File: config.mk
export PLATFORM = sky130hd
export DESIGN_NAME = osd_cmd_decoder
export DESIGN_NICKNAME = d
export VERILOG_FILES = /design/src/rtl/osd_pkg.sv /design/src/rtl/osd_ser_rx.sv /design/src/rtl/osd_cmd_fsm.sv /design/src/rtl/osd_wr_port.sv /design/src/rtl/osd_cmd_decoder.sv
export SDC_FILE = /design/constraint.sdc
export NUM_CORES = 1
export LEC_CHECK = 0
export BUFFER_PORTS_ARGS = -buffer_cell sky130_fd_sc_hd__buf_4
export CORE_MARGIN = 4
export CORE_UTILIZATION = 60
export DETAILED_ROUTE_END_ITERATION = 8
export PLACE_DENSITY = 0.95
export SLEW_MARGIN = 20
export SYNTH_ARGS = -nofsm -noshare
export SYNTH_HDL_FRONTEND = slang
export SYNTH_SLANG_ARGS = --single-unit
File: constraint.sdc
create_clock -name clk -period 8.5 [get_ports clk]
set_clock_uncertainty 0.2 [all_clocks]
set_input_delay 0.425 -clock clk [delete_from_list [all_inputs] [get_ports clk]]
set_output_delay 0.425 -clock clk [all_outputs]
set_load 0.05 [all_outputs]
File: src/rtl/osd_pkg.sv
package osd_pkg;
  localparam int WORD_W  = 8;
  localparam int CMD_N   = 11;
  localparam int CFG_N   = CMD_N - 2;
  localparam int HI_W    = 4;
  localparam int LO_W    = 7;
  localparam int CMD_W   = $clog2(CMD_N);
  localparam int DATA_W  = WORD_W + 1;

  localparam logic [CMD_W-1:0] CMD_ADDR = 4'd0;
  localparam logic [CMD_W-1:0] CMD_CHAR = 4'd1;
  localparam logic [CMD_W-1:0] CMD_CTRL = 4'd4;

  localparam logic [DATA_W-1:0] BLANK_WORD = {1'b0, 8'hFF};
endpackage

File: src/rtl/osd_ser_rx.sv
module osd_ser_rx
  import osd_pkg::*;
(
  input  logic              clk,
  input  logic              rst_n,
  input  logic              sel_n,
  input  logic              sclk,
  input  logic              sdat,
  output logic              byte_vld,
  output logic [WORD_W-1:0] byte_dat,
  output logic              sel_rise,
  output logic              sel_act
);
  localparam int CNT_W = $clog2(WORD_W);

  logic [2:0] sclk_s;
  logic [1:0] sdat_s;
  logic [2:0] sel_s;
  logic [WORD_W-1:0] sh_q;
  logic [CNT_W-1:0]  cnt_q;
  logic sclk_rise;

  always_ff @(posedge clk or negedge rst_n) begin
    if (!rst_n) begin
      sclk_s <= 3'b111;
      sdat_s <= 2'b11;
      sel_s  <= 3'b111;
    end else begin
      sclk_s <= {sclk_s[1:0], sclk};
      sdat_s <= {sdat_s[0], sdat};
      sel_s  <= {sel_s[1:0], sel_n};
    end
  end

  assign sclk_rise = sclk_s[1] & ~sclk_s[2];
  assign sel_act   = ~sel_s[1];
  assign sel_rise  = sel_s[1] & ~sel_s[2];

  always_ff @(posedge clk or negedge rst_n) begin
    if (!rst_n) begin
      sh_q     <= '0;
      cnt_q    <= '0;
      byte_vld <= 1'b0;
      byte_dat <= '0;
    end else begin
      byte_vld <= 1'b0;
      if (!sel_act) begin
        cnt_q <= '0;
      end else if (sclk_rise) begin
        sh_q <= {sh_q[WORD_W-2:0], sdat_s[1]};
        if (int'(cnt_q) == WORD_W - 1) begin
          byte_vld <= 1'b1;
          byte_dat <= {sh_q[WORD_W-2:0], sdat_s[1]};
          cnt_q    <= '0;
        end else begin
          cnt_q <= cnt_q + 1'b1;
        end
      end
    end
  end


  bit_cnt_clear_chk: assert property (@(posedge clk) disable iff (!rst_n)
    !sel_act |=> (cnt_q == '0));
endmodule

File: src/rtl/osd_cmd_fsm.sv
module osd_cmd_fsm
  import osd_pkg::*;
#(
  parameter int ROWS = 12,
  parameter int COLS = 24,
  localparam int RW = $clog2(ROWS),
  localparam int CW = $clog2(COLS)
) (
  input  logic                    clk,
  input  logic                    rst_n,
  input  logic                    byte_vld,
  input  logic [WORD_W-1:0]       byte_dat,
  input  logic                    sel_rise,
  input  logic                    wr_busy,
  output logic                    char_req,
  output logic [DATA_W-1:0]       char_data,
  output logic                    erase_start,
  output logic [CMD_W-1:0]        cur_cmd,
  output logic                    char_lock,
  output logic                    sys_hold,
  output logic [RW-1:0]           row_q,
  output logic [CW-1:0]           col_q,
  output logic [CFG_N*HI_W-1:0]   cfg_hi,
  output logic [CFG_N*LO_W-1:0]   cfg_lo
);
  logic [CFG_N-1:0][HI_W-1:0] hi_q;
  logic [CFG_N-1:0][LO_W-1:0] lo_q;
  logic attr_q;
  logic [CMD_W-1:0] dec;
  logic dec_ok, is_ext;
  logic [HI_W-1:0] hi_val;
  logic [CMD_W-1:0] dslot, cslot;
  logic take;

  always_comb begin
    dec_ok = 1'b1;
    is_ext = (byte_dat[6:4] == 3'd7);
    case (byte_dat[6:4])
      3'd0: dec = CMD_ADDR;
      3'd1: begin
        dec    = CMD_CHAR;
        dec_ok = (byte_dat[3:1] == 3'b000);
      end
      3'd7: dec = 4'd7 + {2'b00, byte_dat[3:2]};
      default: dec = {1'b0, byte_dat[6:4]};
    endcase
    hi_val = is_ext ? {2'b00, byte_dat[1:0]} : byte_dat[3:0];
    dslot  = dec - 4'd2;
    cslot  = cur_cmd - 4'd2;
  end

  assign take      = byte_vld & ~sel_rise & ~sys_hold;
  assign char_req  = take & char_lock & ~wr_busy;
  assign char_data = {attr_q, byte_dat};
  assign cfg_hi    = hi_q;
  assign cfg_lo    = lo_q;

  always_ff @(posedge clk or negedge rst_n) begin
    if (!rst_n) begin
      cur_cmd     <= CMD_ADDR;
      char_lock   <= 1'b0;
      sys_hold    <= 1'b0;
      attr_q      <= 1'b0;
      row_q       <= '0;
      col_q       <= '0;
      hi_q        <= '0;
      lo_q        <= '0;
      erase_start <= 1'b0;
    end else begin
      erase_start <= 1'b0;
      if (sel_rise) begin
        cur_cmd   <= CMD_ADDR;
        char_lock <= 1'b0;
        sys_hold  <= 1'b0;
      end else if (take) begin
        if (char_lock) begin
          if (!wr_busy) begin
            if (int'(col_q) == COLS - 1) begin
              col_q <= '0;
              row_q <= (int'(row_q) == ROWS - 1) ? '0 : row_q + 1'b1;
            end else begin
              col_q <= col_q + 1'b1;
            end
          end
        end else if (byte_dat[7]) begin
          if (dec_ok) begin
            cur_cmd <= dec;
            if (dec == CMD_ADDR) begin
              if (int'(byte_dat[3:0]) < ROWS) row_q <= RW'(byte_dat[3:0]);
            end else if (dec == CMD_CHAR) begin
              attr_q    <= byte_dat[0];
              char_lock <= 1'b1;
            end else begin
              hi_q[dslot] <= hi_val;
              if (dec == CMD_CTRL && byte_dat[2]) erase_start <= 1'b1;
              if (dec == CMD_CTRL && byte_dat[0]) begin
                sys_hold <= 1'b1;
                attr_q   <= 1'b0;
                row_q    <= '0;
                col_q    <= '0;
                hi_q     <= '0;
                lo_q     <= '0;
              end
            end
          end
        end else begin
          if (cur_cmd == CMD_ADDR) begin
            if (int'(byte_dat[4:0]) < COLS) col_q <= CW'(byte_dat[4:0]);
          end else if (cur_cmd != CMD_CHAR) begin
            lo_q[cslot] <= byte_dat[LO_W-1:0];
          end
        end
      end
    end
  end


  sel_rise_mode_chk: assert property (@(posedge clk) disable iff (!rst_n)
    sel_rise |=> (cur_cmd == CMD_ADDR) && !char_lock);


  lock_cmd_chk: assert property (@(posedge clk) disable iff (!rst_n)
    char_lock |-> (cur_cmd == CMD_CHAR));


  addr_range_chk: assert property (@(posedge clk) disable iff (!rst_n)
    (int'(row_q) < ROWS) && (int'(col_q) < COLS));
endmodule

File: src/rtl/osd_wr_port.sv
module osd_wr_port
  import osd_pkg::*;
#(
  parameter int ROWS = 12,
  parameter int COLS = 24,
  localparam int RW = $clog2(ROWS),
  localparam int CW = $clog2(COLS)
) (
  input  logic              clk,
  input  logic              rst_n,
  input  logic              char_req,
  input  logic [RW-1:0]     char_row,
  input  logic [CW-1:0]     char_col,
  input  logic [DATA_W-1:0] char_data,
  input  logic              erase_start,
  input  logic              wr_ready,
  output logic              wr_valid,
  output logic [RW-1:0]     wr_row,
  output logic [CW-1:0]     wr_col,
  output logic [DATA_W-1:0] wr_data,
  output logic              busy,
  output logic              erase_busy
);
  logic [RW-1:0] e_row;
  logic [CW-1:0] e_col;

  assign busy = wr_valid | erase_busy;

  always_ff @(posedge clk or negedge rst_n) begin
    if (!rst_n) begin
      wr_valid   <= 1'b0;
      wr_row     <= '0;
      wr_col     <= '0;
      wr_data    <= '0;
      erase_busy <= 1'b0;
      e_row      <= '0;
      e_col      <= '0;
    end else begin
      if (wr_valid && wr_ready) wr_valid <= 1'b0;
      if (!wr_valid) begin
        if (erase_busy) begin
          wr_valid <= 1'b1;
          wr_row   <= e_row;
          wr_col   <= e_col;
          wr_data  <= BLANK_WORD;
          if (int'(e_col) == COLS - 1) begin
            e_col <= '0;
            if (int'(e_row) == ROWS - 1) begin
              e_row      <= '0;
              erase_busy <= 1'b0;
            end else begin
              e_row <= e_row + 1'b1;
            end
          end else begin
            e_col <= e_col + 1'b1;
          end
        end else if (char_req) begin
          wr_valid <= 1'b1;
          wr_row   <= char_row;
          wr_col   <= char_col;
          wr_data  <= char_data;
        end
      end
      if (erase_start) begin
        erase_busy <= 1'b1;
        e_row      <= '0;
        e_col      <= '0;
      end
    end
  end


  stall_hold_chk: assert property (@(posedge clk) disable iff (!rst_n)
    (wr_valid && !wr_ready) |=> wr_valid && $stable(wr_row) && $stable(wr_col) && $stable(wr_data));


  erase_last_cell_chk: assert property (@(posedge clk) disable iff (!rst_n)
    $fell(erase_busy) |-> wr_valid && (int'(wr_row) == ROWS - 1) && (int'(wr_col) == COLS - 1)
                          && (wr_data == BLANK_WORD));
endmodule

File: src/rtl/osd_cmd_decoder.sv
module osd_cmd_decoder
  import osd_pkg::*;
#(
  parameter int ROWS = 12,
  parameter int COLS = 24,
  localparam int RW = $clog2(ROWS),
  localparam int CW = $clog2(COLS)
) (
  input  logic                  clk,
  input  logic                  rst_n,
  input  logic                  sel_n,
  input  logic                  sclk,
  input  logic                  sdat,
  output logic                  wr_valid,
  input  logic                  wr_ready,
  output logic [RW-1:0]         wr_row,
  output logic [CW-1:0]         wr_col,
  output logic [DATA_W-1:0]     wr_data,
  output logic [CMD_W-1:0]      cur_cmd,
  output logic                  char_lock,
  output logic                  sys_hold,
  output logic                  erase_busy,
  output logic [RW-1:0]         addr_row,
  output logic [CW-1:0]         addr_col,
  output logic [CFG_N*HI_W-1:0] cfg_hi,
  output logic [CFG_N*LO_W-1:0] cfg_lo
);
  logic              byte_vld, sel_rise, sel_act;
  logic [WORD_W-1:0] byte_dat;
  logic              char_req, erase_start, wr_busy;
  logic [DATA_W-1:0] char_data;

  osd_ser_rx u_rx (
    .clk      (clk),
    .rst_n    (rst_n),
    .sel_n    (sel_n),
    .sclk     (sclk),
    .sdat     (sdat),
    .byte_vld (byte_vld),
    .byte_dat (byte_dat),
    .sel_rise (sel_rise),
    .sel_act  (sel_act)
  );

  osd_cmd_fsm #(.ROWS(ROWS), .COLS(COLS)) u_fsm (
    .clk         (clk),
    .rst_n       (rst_n),
    .byte_vld    (byte_vld),
    .byte_dat    (byte_dat),
    .sel_rise    (sel_rise),
    .wr_busy     (wr_busy),
    .char_req    (char_req),
    .char_data   (char_data),
    .erase_start (erase_start),
    .cur_cmd     (cur_cmd),
    .char_lock   (char_lock),
    .sys_hold    (sys_hold),
    .row_q       (addr_row),
    .col_q       (addr_col),
    .cfg_hi      (cfg_hi),
    .cfg_lo      (cfg_lo)
  );

  osd_wr_port #(.ROWS(ROWS), .COLS(COLS)) u_wr (
    .clk         (clk),
    .rst_n       (rst_n),
    .char_req    (char_req),
    .char_row    (addr_row),
    .char_col    (addr_col),
    .char_data   (char_data),
    .erase_start (erase_start),
    .wr_ready    (wr_ready),
    .wr_valid    (wr_valid),
    .wr_row      (wr_row),
    .wr_col      (wr_col),
    .wr_data     (wr_data),
    .busy        (wr_busy),
    .erase_busy  (erase_busy)
  );


  hold_no_write_start_chk: assert property (@(posedge clk) disable iff (!rst_n)
    (sys_hold && !wr_valid && !erase_busy) |=> !wr_valid);
endmodule

# Word-level counts from Yosys, hierarchy flattened
# Index checks and enable logic that the tools add are counted.
# op_classes
n_addsub	8
order_cmp	6
n_eq_ne	27
n_mux	97
bitwise	17
reduce_logical	36
# op_table
op	count
2-to-1 mux 63 bit	7
2-to-1 mux 4 bit	24
2-to-1 mux 5 bit	16
bitwise mux 63 bit	1
2-to-1 mux 1 bit	38
bitwise mux 36 bit	1
2-to-1 mux 36 bit	1
demux 7 bit (select 4 bit)	1
AND reduction 9 bit	3
nonzero test 2 bit	12
AND reduction 7 bit	3
2-to-1 mux 9 bit	2
demux 4 bit (select 4 bit)	1
!= test 2 bit, second input constant	6
one-hot mux 4 bit (3 select lines)	1
adder 5 x 1 -> 5 bit, second input constant	2
== test 5 bit, second input constant	2
< comparator 4 x 5 -> 1 bit, second input constant	2
!= test 2 x 1 -> 1 bit, second input constant	5
NOT 1 bit	10
2-to-1 mux 3 bit	3
!= test 3 x 1 -> 1 bit, second input constant	3
!= test 3 x 2 -> 1 bit, second input constant	3
nonzero test 3 bit	3
other kinds (22)	41
# word_totals
regBits	172
input_bits	6
out_inout_bits	134
elab_cells	230

# Logic depth before layout (Yosys ltp)
# depth
ltp_word	12
depth_mapped	11
ltp_nobuf	9

# Hierarchy
# Synthesis repeated with hierarchy kept, for this count alone.
# unflattened
hier_cells	648
area_unflattened_um2	7664.9
# by_module_without_submodules
mod	instances	cells_per_inst	area_each_um2	seq_area_each_um2
osd_cmd_fsm	1	452	5221.3	2902.8
osd_wr_port	1	136	1410.1	725.7
osd_ser_rx	1	60	1033.5	685.7

# Worst setup path after synthesis
# No wires, ideal clock.
# synth_timing
path_type	flip-flop to flip-flop
startpoint	reg u_rx.byte_dat[2]
endpoint	reg u_fsm.hi_q (netlist bit u_fsm.cfg_hi[0])
setup_ns	0.140
arrival_ns	2.443
required_time_ns	8.160
slack_ns	5.718
path_stages_with_launch	12
n_path_buf	2
period_less_slack_ns	2.782
path_cell_list	dfrtp_1 > buf_2 > clkbuf_1 > inv_1 > ha_1 > nand3_1 > nand2_1 > ha_1 > xor2_1 > nand4_1 > nand3_1 > o21ai_0
# synth_via
elab_chain_len	9
elab_cells_between_ends	19
classes_between	add/sub (2); order compare (2); eq/ne (2); mux (6); bitwise (2); reduce/logical (5)
# synth_lines
element	line_no	rtl
start, declared	osd_ser_rx.sv:10	output logic [WORD_W-1:0] byte_dat,
start signal, assigned	osd_ser_rx.sv:53	byte_dat <= {sh_q[WORD_W-2:0], sdat_s[1]};
adder 3 x 2 -> 4 bit	osd_cmd_fsm.sv:44	3'd7: dec = 4'd7 + {2'b00, byte_dat[3:2]};
one-hot mux 4 bit (3 select lines)	osd_cmd_fsm.sv:38	case (byte_dat[6:4])
subtractor 4 x 2 -> 4 bit	osd_cmd_fsm.sv:48	dslot = dec - 4'd2;
< comparator 4 x 5 -> 1 bit (not written as such) or greater-or-equal comparator 4 x 1 -> 1 bit (tied branches)	osd_cmd_fsm.sv:94	hi_q[dslot] <= hi_val;
logical AND 1 bit (not written as such)	osd_cmd_fsm.sv:94	
2-to-1 mux 4 bit (not written as such)	osd_cmd_fsm.sv:94	
demux 4 bit (select 4 bit)	-	
bitwise mux 36 bit	osd_cmd_fsm.sv:94	
2-to-1 mux 36 bit	osd_cmd_fsm.sv:96	if (dec == CMD_CTRL && byte_dat[0]) begin
end signal, assigned by index	osd_cmd_fsm.sv:94	
end, declared	osd_cmd_fsm.sv:26	logic [CFG_N-1:0][HI_W-1:0] hi_q;
# Parallel ways exist; a longest one is shown, timed or not.
# A chain may end at the register's enable or synchronous reset.

# Final worst setup path
# layout_timing
startpoint	reg u_rx.byte_dat[2]
endpoint	reg u_fsm.col_q[4]
# layout_via
elab_chain_len	6
elab_cells_between_ends	15
classes_between	add/sub (1); order compare (1); eq/ne (6); mux (2); reduce/logical (5)
# layout_lines
element	line_no	rtl
adder 3 x 2 -> 4 bit	osd_cmd_fsm.sv:44	
one-hot mux 4 bit (3 select lines)	osd_cmd_fsm.sv:38	
== test 4 x 3 -> 1 bit	osd_cmd_fsm.sv:96	
logical AND 1 bit	osd_cmd_fsm.sv:96	
!= test 3 x 1 -> 1 bit (no line)	-	
AND reduction 9 bit (no line) (*)	-	
end signal, assigned	osd_cmd_fsm.sv:82	col_q <= col_q + 1'b1;
end, declared	osd_cmd_fsm.sv:22	output logic [CW-1:0] col_q,
# Every way passes the cells marked *; elsewhere a longest branch is shown, timed or not.

==> impl_metrics.yaml <==
sta:
  finalSetupViolations: 0
  finalCriticalPeriod_ps: 3570
  setup_tns_ps: 0
  hold_viol_final: 0
  timing.fmax_ghz: 0.280
  slew_violations: 0
  max_slew_margin_pct: 46.9
  worst_pin_slew_ps: 797
  holdWs_ps: 158
  fin_ws_ps: 4930
  rsz0062_at_grt: "no"
  fin_crit_sh_pct: 42.0
clock_tree:
  cts.clk_slew.worst_paths_ps: 70
  cts.sinks: 172
  clk_latency_ps: 430
  cts_buffer_depth: 2
  cts_tree: "built"
  htree_levels: 4
  cts_buffers: 17
  cts-root-buf: "clkbuf_16"
  ctsResizeCount: 0
  cts_setup_buffers: 0
synth:
  yosysTopAreaCell: "dfrtp_1"
  yosysUniqueCellTypes: 56
  synth.area.top_cells: "dfrtp_1, o2bb2ai_1, o21ai_0"
  netlist_area_mm2: 0.00737
  synth_edf_count: 0
  synthFlopType: "dfrtp_1"
  syn-instance-count: 646
  ys_ff_latch: 172
  yosysWarnings: 0
  postSynthAreaPerCell_um2: 11.4
  ys_async_sr_fraction_pct: 100
  yosys.area.top_type_share_pct: 55.7
  synth_fp_nets: 662
  synth-seq-area-share_pct: 58.5
placement:
  hpwl_um: 13500
  io_buffers: 139
  place.gp.congestion: 0.892
  dp.cells: 899
  placed_area_mm2: 0.00846
  dp_slack_ps: 4610
floorplan:
  ios: 140
  rows: 40
  fp.dieArea_mm2: 0.0141
  initial_core_util_pct: 61.4
  die_h_um: 119
  core_region_area_mm2: 0.0120
  die_w_um: 119
global_routing:
  grt_max_degree: 92
  first_global_vias: 6505
  antenna_found_initial: 0
  grt_util_all_layers_pct: 30.8
  grt_pass1_wl_um: 34800
  grt_overflow: 0
setup_path:
  worstPathArrival_ps: 3690
  path_class: "flop to flop"
  critPathLaunchType: "flop"
  crit_required_ps: 8620
  cp_max_fo: 39
  cp-end-kind: "flop"
  critPathSlowestCell: "or3_2"
  slowest_delay_ps: 830
  crit_chain: "inv_1 > ha_1 > and4_1 > a32oi_2 > or3_2 > nand3_1 > mux2_2"
  worst-r2r-cell-count: 7
power:
  power_mw: 1.69
  irDropWorstVdd_mv: 0.123
  p_per_area_mw_per_mm2: 185
  p_leak_nw: 4.20
job:
  max_cap_viol_count: 0
finish:
  final_cell_mix: "dfrtp_1, buf_4, o21ai_0"
  diodes: 0
  utilization_pct: 76.0
  final_common_cell: "dfrtp_1"
  drive_gt1_share_pct: 26.6
  final_cells: 937
  area_growth_pct: 23.9
  fin_nets: 793
  fin_area_mm2: 0.00913
routing:
  drt-initial-drc-count: 641
  ant_nets: 0
  vias_per_cell: 6.77
  drc: 0
  wl_per_cell_um: 23.0
  totalWireLength_um: 21600
  vias: 6341
  dr.pass1.iters: 5
outcome:
  status: "complete, no violations"
worst_hold_path:
  worstHoldPathCells: 0
  hold_path.class: "flop to flop"
==> kinds of logic (layout without fill, tap and decap cells) <==
family          count (synthesis)  after routing  synth area share (%)
compound gates                186            186                  17.8
mux                            31             31                  4.45
xor+xnor                        5              5                 0.594
simple gates                  199            199                  14.4
flops                         172            172                  58.5
fa+ha+maj                      10             10                  1.70
buf+inv                        43            187                  2.56
==> flip-flops by register name (all words and copies together), names as in the netlist, 2 cells and up <==
signal,count
u_fsm.col_q,5
u_wr.wr_col,5
u_fsm.cfg_lo,63
u_rx.byte_dat,8
u_fsm.cfg_hi,36
u_fsm.row_q,4
u_rx.sclk_s,3
u_rx.sel_s,3
u_wr.wr_data,9
u_fsm.cur_cmd,4
u_wr.e_col,5
u_rx.cnt_q,3
u_wr.e_row,4
u_rx.sh_q,7
u_rx.sdat_s,2
u_wr.wr_row,4
==> layer usage <==
layer,GRT usage [%],routed length [µm]
met1,38.4,7800
met2,49.4,10600
met4,15.6,984
met3,8.83,2150
met5,0,0
==> synthesized netlist by cell type (all sizes together) (8+ instances only) <==
cell type / count
dfrtp: 164
o21ai: 67
nand2: 49
nand3: 48
o2bb2ai: 43
nor2: 32
a21oi: 25
clkbuf: 20
mux2i: 17
a32o: 15
buf: 15
mux2: 14
ha: 10
nor3: 9
dfstp: 8
inv: 8
nand4b: 8
o22a: 8
==> critical path: cells and delay by family, from the launching register on <==
kind / cells / cell delay, ps
simple gates: 3 / 1430
flops: 1 / 750
fa+ha+maj: 1 / 430
mux: 1 / 370
buf+inv: 1 / 140
compound gates: 1 / 130
==> path summary, 6_finish.rpt <==
kind                       slack (ps)        startpoint         endpoint
setup / recovery                 4930  u_rx.byte_dat[2]   u_fsm.col_q[4]
hold / removal                    160    u_rx.sclk_s[0]   u_rx.sclk_s[1]
setup reg to reg                 4930  u_rx.byte_dat[2]   u_fsm.col_q[4]
hold reg to reg                   160    u_rx.sclk_s[0]   u_rx.sclk_s[1]
max in group asynchronous        6420             rst_n    u_rx.cnt_q[0]
min in group asynchronous         400             rst_n  u_fsm.cfg_hi[9]
==> power breakdown <==
group | switching, mW | internal, mW | leakage [nW]
Sequential | 0.0130 | 0.836 | 2.36
Combinational | 0.0229 | 0.0156 | 1.55
Clock | 0.354 | 0.444 | 0.289
==> final cells by class <==
type	count	area, µm²
repair buffers	147	1130
multi-input cells	431	2870
inverters	8	30.0
clock inverters	15	176
well taps	147	184
fillers	731	2880
flip-flops and latches	172	4310
clock buffers	17	425
==> what timing repair did <==
action	CTS	global route
endpoints found under the hold margin	85	0
setup endpoints to repair	0	0
hold buffers	5	0
No activity file was read; power rests on OpenSTA's default activity.
